### src/rtl/hla_pkg.sv
package hla_pkg;
  // Group summary produced by one lookahead module
  typedef struct packed {
    logic prop;
    logic gen;
  } grp_sig_t;
endpackage

### src/rtl/hla_bit_pg.sv
module hla_bit_pg #(
  parameter int WIDTH = 64
) (
  input  logic [WIDTH-1:0] a_i,
  input  logic [WIDTH-1:0] b_i,
  input  logic [WIDTH-1:0] carry_i,
  output logic [WIDTH-1:0] prop_o,
  output logic [WIDTH-1:0] gen_o,
  output logic [WIDTH-1:0] sum_o
);
  genvar k;
  generate
    for (k = 0; k < WIDTH; k++) begin : g_bit
      assign prop_o[k] = a_i[k] ^ b_i[k];
      assign gen_o[k]  = a_i[k] & b_i[k];
      assign sum_o[k]  = prop_o[k] ^ carry_i[k];
    end
  endgenerate

  always_comb begin

    pg_exclusive_chk: assert ((prop_o & gen_o) == '0)
      else $error("propagate and generate both set");
  end
endmodule

### src/rtl/hla_lookahead.sv
module hla_lookahead
  import hla_pkg::*;
#(
  parameter int RADIX = 8
) (
  input  logic [RADIX-1:0] prop_i,
  input  logic [RADIX-1:0] gen_i,
  input  logic             cin_i,
  output logic [RADIX-1:0] carry_o,
  output grp_sig_t         grp_o
);
  // Carries at positions 0..RADIX in flattened sum-of-products form
  logic [RADIX:0] c_flat;
  logic           gg_q;
  logic           gp_q;

  always_comb begin
    logic term;
    logic acc;
    for (int i = 0; i <= RADIX; i++) begin
      term = cin_i;
      for (int k = 0; k < i; k++) term = term & prop_i[k];
      acc = term;
      for (int j = 0; j < i; j++) begin
        term = gen_i[j];
        for (int k = j + 1; k < i; k++) term = term & prop_i[k];
        acc = acc | term;
      end
      c_flat[i] = acc;
    end
  end

  always_comb begin
    logic term;
    gp_q = &prop_i;
    gg_q = 1'b0;
    for (int j = 0; j < RADIX; j++) begin
      term = gen_i[j];
      for (int k = j + 1; k < RADIX; k++) term = term & prop_i[k];
      gg_q = gg_q | term;
    end
  end

  assign carry_o  = c_flat[RADIX-1:0];
  assign grp_o.prop = gp_q;
  assign grp_o.gen  = gg_q;

  always_comb begin
    for (int i = 0; i < RADIX; i++) begin

      carry_recur_chk: assert (c_flat[i+1] == (gen_i[i] | (prop_i[i] & c_flat[i])))
        else $error("lookahead carry disagrees with recurrence at %0d", i);
    end

    group_out_chk: assert ((gg_q | (gp_q & cin_i)) == c_flat[RADIX])
      else $error("group signals disagree with outgoing carry");
  end
endmodule

### src/rtl/hla_adder.sv
module hla_adder
  import hla_pkg::*;
#(
  parameter int N0 = 8,
  parameter int N1 = 8
) (
  input  logic [N0*N1-1:0] a_i,
  input  logic [N0*N1-1:0] b_i,
  input  logic             cin_i,
  output logic [N0*N1-1:0] sum_o,
  output logic             cout_o
);
  localparam int W = N0 * N1;

  logic [W-1:0]  prop_w;
  logic [W-1:0]  gen_w;
  logic [W-1:0]  carry_w;
  logic [N1-1:0] grp_carry;
  logic [N1-1:0] grp_p;
  logic [N1-1:0] grp_g;
  grp_sig_t      top_grp;

  hla_bit_pg #(.WIDTH(W)) pg_i (
    .a_i(a_i), .b_i(b_i), .carry_i(carry_w),
    .prop_o(prop_w), .gen_o(gen_w), .sum_o(sum_o)
  );

  genvar k;
  generate
    for (k = 0; k < N1; k++) begin : g_lvl0
      grp_sig_t grp_s;
      hla_lookahead #(.RADIX(N0)) la_i (
        .prop_i (prop_w[k*N0 +: N0]),
        .gen_i  (gen_w[k*N0 +: N0]),
        .cin_i  (grp_carry[k]),
        .carry_o(carry_w[k*N0 +: N0]),
        .grp_o  (grp_s)
      );
      assign grp_p[k] = grp_s.prop;
      assign grp_g[k] = grp_s.gen;
    end
  endgenerate

  hla_lookahead #(.RADIX(N1)) top_i (
    .prop_i (grp_p),
    .gen_i  (grp_g),
    .cin_i  (cin_i),
    .carry_o(grp_carry),
    .grp_o  (top_grp)
  );

  assign cout_o = top_grp.gen | (top_grp.prop & cin_i);

  always_comb begin

    sum_identity_chk: assert ({cout_o, sum_o} == ({1'b0, a_i} + {1'b0, b_i} + (W+1)'(cin_i)))
      else $error("sum identity broken");

    cin_entry_chk: assert (carry_w[0] == cin_i)
      else $error("bit 0 carry is not cin");
    for (int m = 1; m < N1; m++) begin

      grp_handover_chk: assert (carry_w[m*N0] ==
        (grp_g[m-1] | (grp_p[m-1] & carry_w[(m-1)*N0])))
        else $error("group %0d received wrong carry", m);
    end
  end
endmodule

### config.mk
export PLATFORM = sky130hd
export DESIGN_NAME = hla_adder
export DESIGN_NICKNAME = d
export VERILOG_FILES = /design/src/rtl/hla_pkg.sv /design/src/rtl/hla_bit_pg.sv /design/src/rtl/hla_lookahead.sv /design/src/rtl/hla_adder.sv
export SDC_FILE = /design/constraint.sdc
export NUM_CORES = 1
export LEC_CHECK = 0
export ABC_AREA = 0
export BUFFER_PORTS_ARGS = -buffer_cell sky130_fd_sc_hd__buf_2
export CAP_MARGIN = 20
export CORE_UTILIZATION = 41
export DETAILED_ROUTE_END_ITERATION = 10
export GPL_TIMING_DRIVEN = 0
export PLACE_DENSITY = 0.82
export SLEW_MARGIN = 10
export SYNTH_ARGS = -nofsm -noshare
export SYNTH_HDL_FRONTEND = slang
export SYNTH_HIERARCHICAL = 1
export SYNTH_SLANG_ARGS = --single-unit
### constraint.sdc
create_clock -name vclk -period 4.3
set_input_delay 0.645 -clock vclk [all_inputs]
set_output_delay 0.645 -clock vclk [all_outputs]
set_load 0.02 [all_outputs]
==> results.ini, run 1 <==
[outcome]
status=complete, but fails checks
violations=setup timing

[drt]
totalWireLength_mm=9.200
drtPass1Iterations=4
viasPerCell=5.347
drc=0
vias=3502
drtAntennaViolNets=0
avgRoutedWirePerCell_um=14.05
initialDrtViolationCount=108

[synthesis]
ys_seq_area_share_pct=0
synth_xor_area_share_pct=19.10
netlist.area_leader.share_pct=27.29
synthAdderAreaFrac_pct=27.29
synthSimpleGateAreaFrac_pct=9.595
synthMuxAreaShare_pct=0
synth_compound_area_share_pct=35.95
synth_top_family_by_area=compound AO/OA/AOI/OAI gates
syn_area_um2=2934
synth_common_cells=64 x ha_1, 64 x xor2_1, 46 x a21o_1
synth_warnings=6
synth_fp_nets=547
ys_types=17
synthCells=354
yosys.area.top_type=ha_1
synth.area.top_cells=ha_1 27%, xor2_1 19%, a21o_1 12%
avgSynthCellArea_um2=8.288

[critical_path]
arrival_ns=3.68
cp_max_fo=5
cp.required_ns=3.65
cp_cell_sequence=buf_6 > ha_4 > a21o_1 > a211oi_2 > a2bb2oi_2 > a21o_1 > a221o_2 > a221o_1 > a21o_1 > a221o_2 > a221o_1 > xor2_2 > buf_6
path_buf_inv=2
cp_top_family=compound AO/OA/AOI/OAI gates
critPathKind=in2out
start_kind=primary input
crit_path_max_incr_delay_ns=0.39
crit_path_top_delay_cell=a221o_2
worst_setup_path_end_kind=output pin
crit_top_cell=a21o_1

[floorplanning]
die_w_um=86.60
dieArea_um2=7499
floorplan.initialDensity_pct=42.71
die_h_um=86.60
core_area_um2=6869
io_pins=194
floorplan.rows=30

[cells_and_area]
nets=754
area_growth_pct=53.56
ff_latch_area_um2=0
nFlopsAndLatches=0
final_cell_area_um2=4506
fin_cells=655
diodes=0
fin_util_pct=65.59
drive_above_1_share_pct=53.13
clock_buffers=0

[timing]
rsz0062_at_grt=yes
worst_slack_ns=-0.02578
finalSetupViolCount=1
slew_headroom_pct=83.01
timing.fmax_mhz=231.2
fin_setup_tns_ns=-0.02578
worst_pin_slew_ns=0.2549
drv_slew=0
min_period_over_period_pct=100.6
holdWs_ns=1.674
min_period_ns=4.326
hold_viol=0

[grt]
use_met3_pct=2.762
grt_max_degree=7
grt_pass1_vias=3460
grt_use_total_pct=23.23
grt_util_met1_pct=24.05
grt_pass1_wl_mm=14.61
grtUsageMet2_pct=48.99
antenna_found_initial=0
grt-ovfl-total=0
grt.busiest_layer=met2

[placed_design]
numPortBuffers=194
dp_cells=644
place.gp.congestion=0.8151
place_hpwl_mm=7.300
post-place-ws_ns=-0.3256
placed_cell_area_um2=4033

[power]
irDropWorstVdd_v=0.0001337
power_density_nw_per_um2=208.8
power_mw=0.9408
power_leakage_nw=2.613

[hold_path]
min_path_type=in2out

[run]
maxCapViolations=0

[cts]
cts.hold.buffers_added=0

==> timing repair <==
item / 4_1_cts / 5_1_grt
setup buffers: 10 / 4
endpoints found under the setup margin: 9 / 10
gates resized for setup: 29 / 22
pin swaps: 20 / 13
==> metal layers <==
layer,wire length [um],share of wire (%)
met5,0,0
met4,167,1.8
met3,518,5.6
met2,4970,54
met1,3543,39
==> layout by cell type (no fill, tap or decap), types with 18 or more instances in the layout <==
master / Yosys / final
and3_1: 18 / 18
ha_4: 0 / 20
a21oi_1: 18 / 18
buf_2: 0 / 178
buf_4: 27 / 45
a21o_2: 18 / 18
xor2_1: 64 / 61
ha_1: 64 / 44
a21o_1: 46 / 46
nand3_1: 18 / 18
==> power by group <==
group          internal (mW)  switching, mW  total, mW  leakage (nW)
Clock                      0              0          0             0
Sequential                 0              0          0             0
Combinational          0.429          0.512      0.941          2.61
Total                  0.429          0.512      0.941          2.61
==> worst min-delay path, stage by stage <==
cell and delay (ns):
buf_2 0.11, a21o_1 0.11, buf_2 0.17
==> path summary, 6_finish.rpt <==
check | from | end | cells past startpoint
setup / recovery | b_i[18] | sum_o[63] | 13
hold / removal | cin_i | cout_o | 3
==> area by class of cell <==
| type | count | area (um^2) |
|---|---|---|
| Inverter | 9 | 33.78 |
| Buffer | 24 | 180.2 |
| Timing Repair Buffer | 208 | 1150 |
| Fill cell | 580 | 2364 |
| Tap cell | 96 | 120.1 |
| Multi-Input combinational cell | 318 | 3022 |
==> cell families after synthesis <==
group | Yosys count
simple gates | 54
xor+xnor | 64
fa+ha+maj | 64
compound gates | 136
buf+inv | 36
No activity file was read; power rests on OpenSTA's default activity.
==> run 2: changes to the inputs <==
- CAP_MARGIN: 20 -> 10
- REMOVE_ABC_BUFFERS: not set -> 1
==> run 2 against run 1 <==
The flow still finishes with violations (setup timing). Maximum frequency down 0.42%. Die area unchanged. First-iteration DRC count down 26%. Design area down 4.9%. Worst setup slack worse by 0.018 ns. Wire length down 1.1%. Count of clock-buffer cells in the layout unchanged. Non-clock buffer count down 16. Worst hold slack worse by 0.021 ns. Cell count down 2.4%. Critical endpoint unchanged.
==> results.ini, run 2 (synthesis results as in run 1) <==
[outcome]
status=complete, but fails checks
violations=setup timing

[drt]
drtAntennaViolNets=0
wl_met2_mm=4.908
initialDrtViolationCount=80
vias=3428
met3_length_um=428
top_layer_used=met4
drtPass1Iterations=4
avgRoutedWirePerCell_um=14.24
routedLengthMet1_mm=3.630
totalWireLength_mm=9.102
drc=0
viasPerCell=5.365

[timing]
drv_slew=0
holdWs_ns=1.653
finalSetupViolCount=3
rsz0062_at_grt=yes
hold_viol=0
slew_headroom_pct=63.10
worst_pin_slew_ns=0.5493
worst_slack_ns=-0.04403
timing.fmax_mhz=230.2
min_period_ns=4.344
min_period_over_period_pct=101.0

[cells_and_area]
layout_commonest_cell=buf_2
final_cell_area_um2=4283
fin_util_pct=62.35
ff_latch_area_um2=0
most-common-layout-cells=180 x buf_2, 64 x xor2_1, 46 x a21o_1, 46 x ha_1, 33 x buf_4
nFlopsAndLatches=0
area_growth_pct=45.97
nets=738
drive_above_1_share_pct=51.38
clock_buffers=0
diodes=0

[placed_design]
place.gp.congestion=0.8127
post-place-ws_ns=-0.2256
place_hpwl_mm=7.402
placed_cell_area_um2=3822
numPortBuffers=194

[grt]
grt_pass1_vias=3282
grt_max_degree=7
grt_use_total_pct=22.13
grt_pass1_wl_mm=13.87
antenna_found_initial=0
grt-ovfl-total=0

[floorplanning]
floorplan.rows=30
die_w_um=86.60
dieArea_um2=7499
floorplan.initialDensity_pct=42.71
io_pins=194
die_h_um=86.60
core_area_um2=6869

[critical_path]
start_kind=primary input
cp.required_ns=3.65
cp_max_fo=4
critPathKind=in2out
arrival_ns=3.70
worst_setup_path_end_kind=output pin

[power]
power_density_nw_per_um2=213.5
irDropWorstVdd_v=0.0001304
power_leakage_nw=2.509

[hold_path]
min_path_type=in2out
hold_depth=3

[cts]
cts.hold.buffers_added=0

[run]
maxCapViolations=0

==> run 2: cell count changes in the layout (fill, tap and decap cells not counted) <==
| cell | before | now |
|---|---|---|
| ha_4 | 20 | 15 |
| a31o_4 | 2 | 1 |
| ha_2 | 0 | 3 |
| xor2_1 | 61 | 64 |
| buf_4 | 45 | 33 |
| ha_1 | 44 | 46 |
| a21oi_1 | 18 | 15 |
| a21oi_2 | 0 | 3 |
| a31o_2 | 7 | 8 |
| xor2_2 | 3 | 0 |
| buf_2 | 178 | 180 |
| buf_6 | 9 | 3 |
==> run 2: area by class of cell <==
type,count,area (um^2)
Fill cell,570,2586
Inverter,9,33.78
Multi-Input combinational cell,318,2947
Tap cell,96,120.1
Timing Repair Buffer,216,1182
==> run 2: stage by stage <==
stage | setup TNS [ns] | total power, mW | instances
3_5_place_dp | -1.271 | 0.8145 | 617
4_1_cts | 0 | 0.8705 | 627
2_1_floorplan | 0 | 0.5551 | 327
5_1_grt | -0.3735 | 0.9855 | 639
6_report | -0.05547 | 0.9143 | 639
3_3_place_gp | -0.8429 | 0.8015 | 617
==> run 2: what timing repair did <==
item | 4_1_cts | 5_1_grt
pin swaps | 7 | 21
setup endpoints to repair | 9 | 9
gates resized for setup | 27 | 16
setup buffers | 10 | 12
endpoints found under the hold margin | 0 | 0
==> run 2: final timing paths <==
check | from | to | slack [ns]
worst max-delay path | a_i[15] | sum_o[63] | -0.04
worst min-delay path | cin_i | sum_o[0] | 1.65
==> run 2: layer usage <==
layer,track usage (%),vias up
li1,-,1734
met5,0,-
met4,3.333,0
met2,45.89,119
met3,1.905,14
met1,24.36,1561
==> run 2: power by group <==
group / switching (mW) / total, mW / internal (mW)
registers: 0 / 0 / 0
logic: 0.507 / 0.914 / 0.407
clock network: 0 / 0 / 0
==> run 2: critical path: stages <==
cell       delay [ns]
buf_2            0.12
ha_4             0.25
a21o_1           0.19
buf_4            0.14
a2bb2oi_2        0.15
a21o_1           0.21
a221o_2          0.44
a221o_1          0.35
a21o_1           0.18
a221o_2          0.38
a221o_1          0.35
xor2_1           0.14
buf_4            0.15
